==> config.mk <==
export PLATFORM = sky130hd
export DESIGN_NAME = osc_gate_ctl
export DESIGN_NICKNAME = d
export VERILOG_FILES = /design/src/rtl/osc_gate_ctl.sv
export SDC_FILE = /design/constraint.sdc
export NUM_CORES = 1
export LEC_CHECK = 0
export BUFFER_PORTS_ARGS = -buffer_cell sky130_fd_sc_hd__buf_2
export CORE_UTILIZATION = 40
export DETAILED_ROUTE_END_ITERATION = 10
export PLACE_DENSITY = 0.68
export SYNTH_ARGS = -nofsm -noshare
export SYNTH_HDL_FRONTEND = slang
export SYNTH_SLANG_ARGS = --single-unit
==> constraint.sdc <==
create_clock -name clk -period 2.17 [get_ports clk]
set_clock_uncertainty 0.05 [all_clocks]
set_input_delay 0.1085 -clock clk [delete_from_list [all_inputs] [get_ports clk]]
set_output_delay 0.1085 -clock clk [all_outputs]
set_load 0.02 [all_outputs]
==> src/rtl/osc_gate_ctl.sv <==
module osc_gate_ctl #(
  parameter int AW = 4,
  parameter logic [AW-1:0] PWR_OFS = 0,
  parameter logic [AW-1:0] KEY_OFS = 1,
  parameter logic [7:0] UNLOCK_KEY = 8'h96,
  parameter int SETTLE_CYC = 20
) (
  input  logic          clk,
  input  logic          rst_n,
  input  logic [AW-1:0] bus_addr,
  input  logic [7:0]    bus_wdata,
  input  logic          bus_we,
  output logic [7:0]    bus_rdata,
  input  logic          sleep_req,
  input  logic          cpu_on_hsosc,
  input  logic [1:0]    strap,
  output logic          osc_run,
  output logic          clk_ready,
  output logic [1:0]    mult_mode,
  output logic          strap_bad
);
  localparam int CW = $clog2(SETTLE_CYC + 1);
  localparam logic [CW-1:0] CNT_DONE = CW'(SETTLE_CYC);

  logic          en_q;
  logic [7:0]    key_q;
  logic [CW-1:0] cnt_q;

  wire pwr_wr   = bus_we && (bus_addr == PWR_OFS);
  wire key_wr   = bus_we && (bus_addr == KEY_OFS);
  wire unlocked = (key_q == UNLOCK_KEY);

  always_ff @(posedge clk or negedge rst_n) begin
    if (!rst_n) begin
      en_q  <= 1'b1;
      key_q <= 8'h00;
    end else begin
      if (key_wr) key_q <= bus_wdata;
      if (pwr_wr && unlocked && (bus_wdata[1] || !cpu_on_hsosc))
        en_q <= bus_wdata[1];
    end
  end

  assign osc_run = en_q && !sleep_req;

  always_ff @(posedge clk or negedge rst_n) begin
    if (!rst_n)                 cnt_q <= '0;
    else if (!osc_run)          cnt_q <= '0;
    else if (cnt_q != CNT_DONE) cnt_q <= cnt_q + 1'b1;
  end

  assign clk_ready = osc_run && (cnt_q == CNT_DONE);

  always_comb begin
    unique case (strap)
      2'b11:   mult_mode = 2'd1;
      2'b01:   mult_mode = 2'd2;
      default: mult_mode = 2'd0;
    endcase
  end
  assign strap_bad = (strap == 2'b10);

  always_comb begin
    if (bus_addr == PWR_OFS)      bus_rdata = {6'b0, en_q, 1'b0};
    else if (bus_addr == KEY_OFS) bus_rdata = key_q;
    else                          bus_rdata = 8'h00;
  end

  AST_LOCKED_HOLD: assert property (@(posedge clk) disable iff (!rst_n)
    (pwr_wr && !unlocked) |=> (en_q == $past(en_q)));
  AST_NO_STOP_CPU: assert property (@(posedge clk) disable iff (!rst_n)
    (cpu_on_hsosc && en_q) |=> en_q);
  AST_SLEEP_KEEPS_EN: assert property (@(posedge clk) disable iff (!rst_n)
    (sleep_req && !pwr_wr) |=> (en_q == $past(en_q)));
  AST_FRESH_SETTLE: assert property (@(posedge clk) disable iff (!rst_n)
    $rose(osc_run) |-> !clk_ready);
  AST_READY_STAYS: assert property (@(posedge clk) disable iff (!rst_n)
    (clk_ready && osc_run) |=> (clk_ready || !osc_run));
  AST_BAD_STRAP_BYPASS: assert property (@(posedge clk) disable iff (!rst_n)
    strap_bad |-> (mult_mode == 2'd0));
endmodule

==> results.json <==
{
  "status": "finished, final reports clean",
  "drt-pass1-iter-count": 4,
  "r2r_setup_slack_ns": 0.55,
  "critPathLaunchType": "register",
  "ioPinCount": 32,
  "cts_inserted_buffers": 3,
  "finalCritPeriodShare_pct": 74.5,
  "antenna_found_initial": 0,
  "synth_edf_count": 0,
  "rsz0062_at_grt": "false",
  "ant_nets": 0,
  "crit_slowest_cell": "or4b_1",
  "grt_pass1_wl_um": 2320,
  "holdPathStages": 2,
  "area_growth_pct": 40.1,
  "slew_headroom_pct": 76.4,
  "grt_max_degree": 15,
  "cts-root-buf": "clkbuf_4",
  "clk_latency_ns": 0.28,
  "path_cells": "or4b_1 -> or4_1 -> nand2_1",
  "dieArea_um2": 2050,
  "setup_ws_ns": 0.554,
  "drt-wirelength-per-cell_um": 11.0,
  "yosysUniqueCellTypes": 26,
  "slowest_delay_ns": 0.54,
  "cts_resized": 0,
  "synth-warning-count": 0,
  "clkSinkCount": 14,
  "irDropWorstVdd_v": 0.000430,
  "worst_ep_arrival_time_ns": 1.80,
  "powerDensity_nw_per_um2": 580,
  "holdWs_ns": 0.00520,
  "avgSynthCellArea_um2": 11.5,
  "drc": 0,
  "synth_ff_type": "dfrtp_1",
  "worstRegToRegCells": 3,
  "path_clk_slew_ns": 0.09,
  "yosysSeqAreaShare_pct": 47.0,
  "final_layout_size_suffix_gt1_share_pct": 42.6,
  "hold_path.class": "in2reg",
  "gr-total-overflow": 0,
  "pre_cts_slack_ns": 0.573,
  "nFillCells": 160,
  "crit_fanout": 3,
  "fp-row-count": 15,
  "coreArea_um2": 1750,
  "finalSetupViolCount": 0,
  "start_util_pct": 42.9,
  "drt_first_iter_violations": 5,
  "slew_violations": 0,
  "viasPerCell": 4.71,
  "fmax_ghz": 0.619,
  "io_buffers": 31,
  "vias": 627,
  "finalPower_uw": 608,
  "track_usage_pct": 16.0,
  "tightestPinTransition_ns": 0.352,
  "routed_wl_um": 1470,
  "hold_violations": 0,
  "fp.dieH_um": 45.3,
  "cts_tree": "done",
  "tns_ns": 0,
  "instances_no_fill": 133,
  "syn_inst": 65,
  "critPathRequiredTime_ns": 2.35,
  "path_class": "reg2reg",
  "place_inst": 122,
  "fin_crit_ns": 1.62,
  "p_leak_nw": 0.526,
  "diodes": 0,
  "syn_area_um2": 748,
  "syn-num-nets": 86,
  "nets": 130,
  "ys_async_sr_fraction_pct": 100,
  "die_w_um": 45.3,
  "gp_congestion": 0.739,
  "cap_violations": 0,
  "crit_path_end_kind": "register",
  "grt_pass1_vias": 560,
  "clockBufferDepth": 2,
  "synth_seq_cells": 14,
  "ctsHtreeMaxLevel": 1,
  "place_hpwl_um": 1110
}
[flip-flops by register name, indices dropped and copies added (netlist names)]
| signal | cells |
|---|---|
| en_q | 1 |
| key_q | 8 |
| cnt_q | 5 |
[stage by stage]
| step | utilization, % | instance area (um2) |
|---|---|---|
| final | 60.1 | 1050 |
| after floorplan | - | 748 |
| after CTS | 58.4 | 1020 |
| after global routing | 60.1 | 1050 |
| after detailed placement | 54.0 | 942 |
| after global placement | 54.0 | 942 |
[logic make-up (layout without fill, tap and decap cells)]
| family | Yosys count | in the layout | share of synthesized area [%] |
|---|---|---|---|
| compound gates | 3 | 3 | 2.51 |
| xor+xnor | 3 | 3 | 3.51 |
| fa+ha+maj | 2 | 2 | 3.34 |
| buf+inv | 3 | 46 | 1.50 |
| flops | 14 | 14 | 47.0 |
| mux | 10 | 10 | 14.7 |
| simple gates | 30 | 30 | 27.4 |
[critical path, delay by kind of cell, from the launching register on]
| family | cells | cell delay, ns |
|---|---|---|
| and+or+nand+nor | 3 | 1.13 |
| DFF | 1 | 0.40 |
[routing by layer]
metal / vias to the layer above / wire (um) / GRT usage, %
met3: 2 / 62 / 3.60
li1: 313 / - / -
met4: 0 / 6 / 7.27
met2: 17 / 666 / 26.1
met5: - / 0 / 0
met1: 295 / 729 / 20.3
[cell usage after synthesis (all sizes together) (2+ instances only)]
cell / instances / area (um2)
nor2b: 2 / 12.5
mux2i: 2 / 20.0
nand2: 3 / 11.3
dfrtp: 13 / 325
xnor2: 2 / 17.5
nor2: 5 / 18.8
or3b: 2 / 17.5
nand3: 2 / 10.0
nand4b: 2 / 17.5
and2: 8 / 51.3
ha: 2 / 25.0
inv: 3 / 11.3
a21oi: 2 / 10.0
mux2: 8 / 90.1
[area by class of cell]
class / instances / area, um2 / area share, %
multi-input cells: 48 / 385 / 36.8
flip-flops and latches: 14 / 352 / 33.5
repair buffers: 39 / 233 / 22.2
clock buffers: 4 / 36.3 / 3.46
well taps: 25 / 31.3 / 2.98
inverters: 3 / 11.3 / 1.07
[layout by cell type (no fill, tap or decap), types with 2 or more instances in the layout]
cell / n
clkbuf_4: 3
buf_2: 31
inv_1: 3
xnor2_1: 2
nand2_1: 3
dfrtp_1: 13
mux2_1: 3
mux2_2: 5
ha_1: 2
dlygate4sd3_1: 7
nor2_1: 5
and2_1: 7
nand4b_1: 2
nand3_1: 2
mux2i_1: 2
a21oi_1: 2
nor2b_1: 2
[what timing repair did]
action / 4_1_cts / 5_1_grt
endpoints found under the hold margin: 17 / 3
buffers inserted: 0 / 0
hold buffers: 4 / 3
setup endpoints to repair: 0 / 0
[power by group]
group / internal [mW] / switching, mW
combinational: 0.0611 / 0.0398
clock: 0.102 / 0.0851
sequential: 0.296 / 0.0245
total: 0.459 / 0.149
[worst paths after layout]
path                              start        to
setup / recovery               key_q[0]      en_q
min in group asynchronous         rst_n  key_q[7]
hold reg to reg                    en_q      en_q
setup reg to reg               key_q[0]      en_q
max in group asynchronous         rst_n      en_q
hold / removal             bus_wdata[0]  key_q[0]
Power figures use the tool's default switching activity.
